<file path="src/rtl/secs_rtc.sv">
module secs_rtc #(
  parameter int ADDR_W = 6,
  parameter int DATA_W = 32
) (
  input  logic              clk,
  input  logic              rst_n,
  input  logic              tick,
  input  logic              psel,
  input  logic              penable,
  input  logic              pwrite,
  input  logic [ADDR_W-1:0] paddr,
  input  logic [DATA_W-1:0] pwdata,
  output logic [DATA_W-1:0] prdata,
  output logic              irq
);
  localparam int IDX_W = ADDR_W - 2;
  localparam logic [IDX_W-1:0] IX_COUNT  = IDX_W'(0);
  localparam logic [IDX_W-1:0] IX_MATCH  = IDX_W'(1);
  localparam logic [IDX_W-1:0] IX_LOAD   = IDX_W'(2);
  localparam logic [IDX_W-1:0] IX_CTRL   = IDX_W'(3);
  localparam logic [IDX_W-1:0] IX_MASK   = IDX_W'(4);
  localparam logic [IDX_W-1:0] IX_RAW    = IDX_W'(5);
  localparam logic [IDX_W-1:0] IX_MASKED = IDX_W'(6);
  localparam logic [IDX_W-1:0] IX_CLEAR  = IDX_W'(7);

  logic [DATA_W-1:0] cnt_q, match_q;
  logic              en_q, mask_q, raw_q;
  logic [IDX_W-1:0]  idx;
  logic              wr, load_wr, clr_wr, hit;
  logic [1:0]        unused_lsb;

  assign idx        = paddr[ADDR_W-1:2];
  assign unused_lsb = paddr[1:0];
  assign wr         = psel & penable & pwrite;
  assign load_wr    = wr && (idx == IX_LOAD);
  assign clr_wr     = wr && (idx == IX_CLEAR) && pwdata[0];
  assign hit        = tick && en_q && !load_wr && ((cnt_q + DATA_W'(1)) == match_q);

  always_ff @(posedge clk) begin
    if (!rst_n) begin
      cnt_q <= '0;
    end else if (load_wr) begin
      cnt_q <= pwdata;
    end else if (tick && en_q) begin
      cnt_q <= cnt_q + DATA_W'(1);
    end
  end

  always_ff @(posedge clk) begin
    if (!rst_n) begin
      match_q <= '0;
      en_q    <= 1'b0;
      mask_q  <= 1'b0;
    end else if (wr) begin
      if (idx == IX_MATCH) match_q <= pwdata;
      if (idx == IX_CTRL)  en_q    <= pwdata[0];
      if (idx == IX_MASK)  mask_q  <= pwdata[0];
    end
  end

  always_ff @(posedge clk) begin
    if (!rst_n)      raw_q <= 1'b0;
    else if (hit)    raw_q <= 1'b1;
    else if (clr_wr) raw_q <= 1'b0;
  end

  assign irq = raw_q & mask_q;

  always_comb begin
    prdata = '0;
    case (idx)
      IX_COUNT:  prdata = cnt_q;
      IX_MATCH:  prdata = match_q;
      IX_CTRL:   prdata[0] = en_q;
      IX_MASK:   prdata[0] = mask_q;
      IX_RAW:    prdata[0] = raw_q;
      IX_MASKED: prdata[0] = irq;
      default:   prdata = '0;
    endcase
  end
endmodule

</file>
<file path="config.mk">
export PLATFORM = sky130hd
export DESIGN_NAME = secs_rtc
export DESIGN_NICKNAME = d
export VERILOG_FILES = /design/src/rtl/secs_rtc.sv
export SDC_FILE = /design/constraint.sdc
export NUM_CORES = 1
export LEC_CHECK = 0
export ABC_AREA = 1
export BUFFER_PORTS_ARGS = -buffer_cell sky130_fd_sc_hd__buf_2
export CAP_MARGIN = 20
export CORE_MARGIN = 8
export CORE_UTILIZATION = 57
export DETAILED_ROUTE_END_ITERATION = 10
export PLACE_DENSITY_LB_ADDON = 0.1
export RECOVER_POWER = 25
export SETUP_SLACK_MARGIN = 0.4
export SYNTH_ARGS = -nofsm -noshare
export SYNTH_HDL_FRONTEND = slang
export SYNTH_SLANG_ARGS = --single-unit
</file>
<file path="constraint.sdc">
create_clock -name clk -period 2.61 [get_ports clk]
set_input_delay 0.1305 -clock clk [delete_from_list [all_inputs] [get_ports clk]]
set_output_delay 0.1305 -clock clk [all_outputs]
set_load 0.02 [all_outputs]
</file>
Yosys cells after proc, flatten, opt, wreduce, memory -nomap -nowiden
Index checks and enable logic that the tools add are counted.
- output and inout bits: 33
- word-level logic and storage cells: 36
- bits in read-only memories: 0
- bits in latches: 0
- memory bits (writable): 0
- bits of input ports: 44
- flip-flop bits (word level): 67
- memories: 0
- div/mod/pow operators: 0
- add/subtract/negate cells: 1
- magnitude comparators: 0
- eq/ne operators: 8
- reductions and logical operators: 13
- shift operators: 0
- mux-type cells: 6
- $mul: 0
- bitwise logic cells: 3
- operator list (operator ; number):
    two-way mux 32 bit ; 2
    case mux 31 bit (2 select lines) ; 1
    adder 32 x 1 -> 32 bit, second input constant ; 1
    equality test 32 bit ; 1
    equality test 4 x 3 -> 1 bit, second input constant ; 4
    equality test 4 x 2 -> 1 bit, second input constant ; 2
    logical AND 1 bit ; 6
    case mux 1 bit (6 select lines) ; 1
    AND reduction 2 bit ; 3
    equality test 4 x 1 -> 1 bit, second input constant ; 1
    zero test 4 bit ; 1
    nonzero test 2 bit ; 2
    bitwise AND 1 bit ; 3
    two-way mux 1 bit ; 2
    zero test 1 bit ; 1

Longest topological paths before layout
- word-level depth: 7
- depth in mapped cells: 15

Least setup slack after synthesis
Ideal clock, no wire load.
- path kind: register to register
- from: register cnt_q[0]
- to: register raw_q
- required time: 2.540 ns
- setup time: 0.070 ns
- data arrival time: 1.744 ns
- clock period less this slack: 1.815 ns
- buffers on the path: 0
- stages on the path, launching flop included: 16
- path slack: 0.795 ns
- cell sequence: dfxtp_1 > ha_1 > nand2_2 > nor2_8 > nand2_4 > nor2_4 > nand2_1 > nand2_2 > nand2_1 > nand2_1 > nand2_1 > nor2_1 > nand2_1 > nor2_1 > nand3_1 > a21oi_1
- cells in the longest elaborated chain, start to end: 4
- RTL lines (item ; line ; source):
    from (decl) ; 26 ; logic [DATA_W-1:0] cnt_q, match_q;
    from (signal assigned) ; 43 ; cnt_q <= pwdata;
    from (signal assigned) ; 45 ; cnt_q <= cnt_q + DATA_W'(1);
    adder 32 x 1 -> 32 bit (*) ; 37 ; assign hit = tick && en_q && !load_wr && ((cnt_q + DATA_W'(1)) == match_q);
    equality test 32 bit (*) ; 37 ;
    logical AND 1 bit (*) ; 37 ;
    two-way mux 1 bit or nonzero test 2 bit (tied branches) ; -- ;
    to (signal assigned) ; 62 ; if (!rst_n) raw_q <= 1'b0;
    to (signal assigned) ; 63 ; else if (hit) raw_q <= 1'b1;
    to (signal assigned) ; 64 ; else if (clr_wr) raw_q <= 1'b0;
    to (decl) ; 27 ; logic en_q, mask_q, raw_q;
Mark *: on every way between the ends. The rest lies on a longest branch, timed or not.
A chain may end at the register's enable or synchronous reset.

Worst setup path in the final report
- from: register cnt_q[1]
- to: register raw_q
Same word-level chain as after synthesis.

==> results.sh <==
export IMPL_dp_slack_ns=0.348
export IMPL_core_area_sq_um=8050
export IMPL_yosysTopAreaCellShare_pct=29.0
export IMPL_startpoint_type="flip-flop"
export IMPL_final_core_util_pct=69.8
export IMPL_route_detailed_drc=0
export IMPL_die_area_sq_um=11300
export IMPL_cts_tree="done"
export IMPL_hpwl_microns=11000
export IMPL_drt_initial_drc_count=402
export IMPL_start_util_pct=57.5
export IMPL_fp_dieH_microns=106
export IMPL_cp_required_ns=2.89
export IMPL_synthTopCellsByArea="dfxtp_1 29%, nand2_1 22%, nand3_1 8.4%"
export IMPL_skew_ns=0.0151
export IMPL_cts_max_path_buffers=2
export IMPL_synth_distinct_cells=35
export IMPL_synth_largest_area_cell="dfxtp_1"
export IMPL_clock_sinks=67
export IMPL_netlist_area_sq_um=4630
export IMPL_cp_end_kind="flip-flop"
export IMPL_placed_cells=963
export IMPL_io_buffer_count=74
export IMPL_grt_pass1_wl_microns=25100
export IMPL_async_flop_share_pct=0
export IMPL_antenna_found_initial=0
export IMPL_final_layout_size_suffix_gt1_share_pct=19.3
export IMPL_fill_cells=731
export IMPL_cellLeakagePower_uw=0.00234
export IMPL_vias_per_cell=5.72
export IMPL_place_area_sq_um=5110
export IMPL_synth_nets=844
export IMPL_violations="max-capacitance violations, max-slew violations"
export IMPL_setup_violations=0
export IMPL_fmax_ghz=0.468
export IMPL_final_area_sq_um=5620
export IMPL_maxSlewHeadroom_pct=-14.2
export IMPL_min_period_over_period_pct=81.8
export IMPL_muxShareOfSynthArea_pct=0
export IMPL_clk_latency_ns=0.36
export IMPL_finalNonFillerCells=985
export IMPL_postRouteAntennaNets=0
export IMPL_status="complete, but fails checks"
export IMPL_dr_pass1_iters=5
export IMPL_cts_root_buffer="clkbuf_8"
export IMPL_setup_tns_ns=0
export IMPL_ys_warn_count=0
export IMPL_clk_pin_slew_worst_paths_ns=0.09
export IMPL_worstMarginPinSlew_ns=1.71
export IMPL_htree_levels=3
export IMPL_die_w_microns=106
export IMPL_row_count=33
export IMPL_synthSimpleGateAreaFrac_pct=42.2
export IMPL_synth_edff_count=0
export IMPL_synth_xor_area_share_pct=1.92
export IMPL_ios=77
export IMPL_path_class="reg2reg"
export IMPL_synth_compound_area_share_pct=16.6
export IMPL_avgSynthCellArea_sq_um=5.80
export IMPL_cp_max_fo=6
export IMPL_peakVddDrop_mv=0.312
export IMPL_nets=920
export IMPL_synth_seq_area_share_pct=29.0
export IMPL_grt_usage_pct=27.3
export IMPL_hold_viol=0
export IMPL_wl_per_cell_microns=16.2
export IMPL_holdBufCountCts=0
export IMPL_first_global_vias=5349
export IMPL_synth_flop_cell="dfxtp_1"
export IMPL_worstHoldPathType="in2reg"
export IMPL_place_congestion=0.945
export IMPL_min_period_ns=2.14
export IMPL_drt_wl_total_microns=16000
export IMPL_vias=5636
export IMPL_syn_to_final_growth_pct=21.3
export IMPL_drv_slew=39
export IMPL_p_per_area_nw_per_um2=422
export IMPL_synth_cells=799
export IMPL_grt_overflow=0
export IMPL_rrSetupSlack_ns=0.47
export IMPL_drv_cap=1
export IMPL_rsz0062_at_grt="no"
export IMPL_cts_buffers=9
export IMPL_worstPathArrival_ns=2.42
export IMPL_synth_fa_ha_area_share_pct=0.270
export IMPL_grt_max_degree=39
export IMPL_setup_ws_ns=0.474
export IMPL_ys_ff_latch=67
export IMPL_synth_top_family_by_area="simple AND/OR/NAND/NOR gates"
export IMPL_diodes=0
## flip-flops by register name, summed over array words and instances, names as in the netlist
register	count
en_q	1
raw_q	1
cnt_q	32
mask_q	1
match_q	32
## routing by layer
layer | wire [microns] | vias to the layer above | global-route usage [%]
met2 | 7430 | 291 | 45.2
met3 | 1500 | 66 | 5.51
met4 | 598 | 0 | 14.2
met1 | 6420 | 2537 | 32.9
met5 | 0 | - | 0
li1 | - | 2742 | -
## cells in the mapped netlist, types with 4 or more instances
master    number
nor2_2         6
nand2_1      273
clkbuf_1      18
o22ai_1       28
dfxtp_1       67
inv_1         96
buf_2          4
o21ai_0       46
nand3_1       78
xor2_1         4
nand2_2        5
a31oi_1       25
nor2_4         4
a21oi_1       28
nor2_1        88
## per-stage QoR
step / hold slack (ns) / power [uW]
after floorplan: 0.258 / 1120
after global placement: 0.368 / 1180
after detailed placement: 0.386 / 1180
after CTS: 0.00377 / 2370
after global routing: 0.0170 / 2430
final: 0.00574 / 2370
## cell type report
| type | instances | area (sq um) | area share, % |
|---|---|---|---|
| sequential | 67 | 1380 | 24.5 |
| clock inverter | 6 | 136 | 2.43 |
| timing repair buffer | 90 | 498 | 8.87 |
| tap | 105 | 131 | 2.34 |
| inverter | 98 | 368 | 6.55 |
| clock buffer | 10 | 138 | 2.45 |
| multi-input combinational | 609 | 2970 | 52.8 |
## worst max-delay path, cell delays in order (launching register included)
cell	delay, ns
dfxtp_4	0.38
ha_4	0.16
nand2_4	0.07
nor2_8	0.20
nand2_4	0.10
nor2_2	0.21
nand2_1	0.13
nand3_1	0.09
nand2_1	0.06
nor2_1	0.18
nand3_1	0.11
nor2_1	0.11
nand3_1	0.12
a21oi_1	0.16
## repair_timing
action,CTS,global route
buffers inserted,1,5
endpoints found under the setup margin,1,1
pin swaps,1,11
gates resized for setup,4,61
## where the power goes
group	total, uW	switching [uW]	internal [uW]
Clock	1210	451	759
Combinational	131	84.3	46.8
Sequential	1030	5.92	1020
Total	2370	542	1830
## cells in the final DEF, fill, tap and decap left out, types with 2 or more instances in the layout
master and n:
buf_4 12, nand3_1 76, a21oi_1 28, inv_1 95, nor2_1 76, o21ai_0 46, nor2_2 11, o21ai_1 2
clkbuf_1 10, nand4_1 2, buf_2 65, xor2_1 3, a221oi_1 2, dfxtp_2 21, xnor3_1 2, nand2_2 13
bufinv_16 4, nor2_4 11, dfxtp_1 43, o22ai_1 28, clkbuf_8 10, buf_12 2, nand3_2 3, a31oi_1 25
inv_2 3, dfxtp_4 3, nand2_1 263, nand2_4 3
## kinds of logic (layout without fill, tap and decap cells)
group | Yosys count | count (layout)
and+or+nand+nor | 465 | 465
buffers and inverters | 123 | 204
AOI/OAI and AO/OA | 136 | 136
DFF | 67 | 67
adders and majority gates | 1 | 1
xor gates and xnor gates | 7 | 7
## path summary, 6_finish.rpt
kind | startpoint | to | cells past startpoint
min reg2reg | mask_q | mask_q | 2
max reg2reg | cnt_q[1] | raw_q | 13
max | cnt_q[1] | raw_q | 13
min | pwdata[21] | match_q[21] | 3
Power figures use the tool's default switching activity.
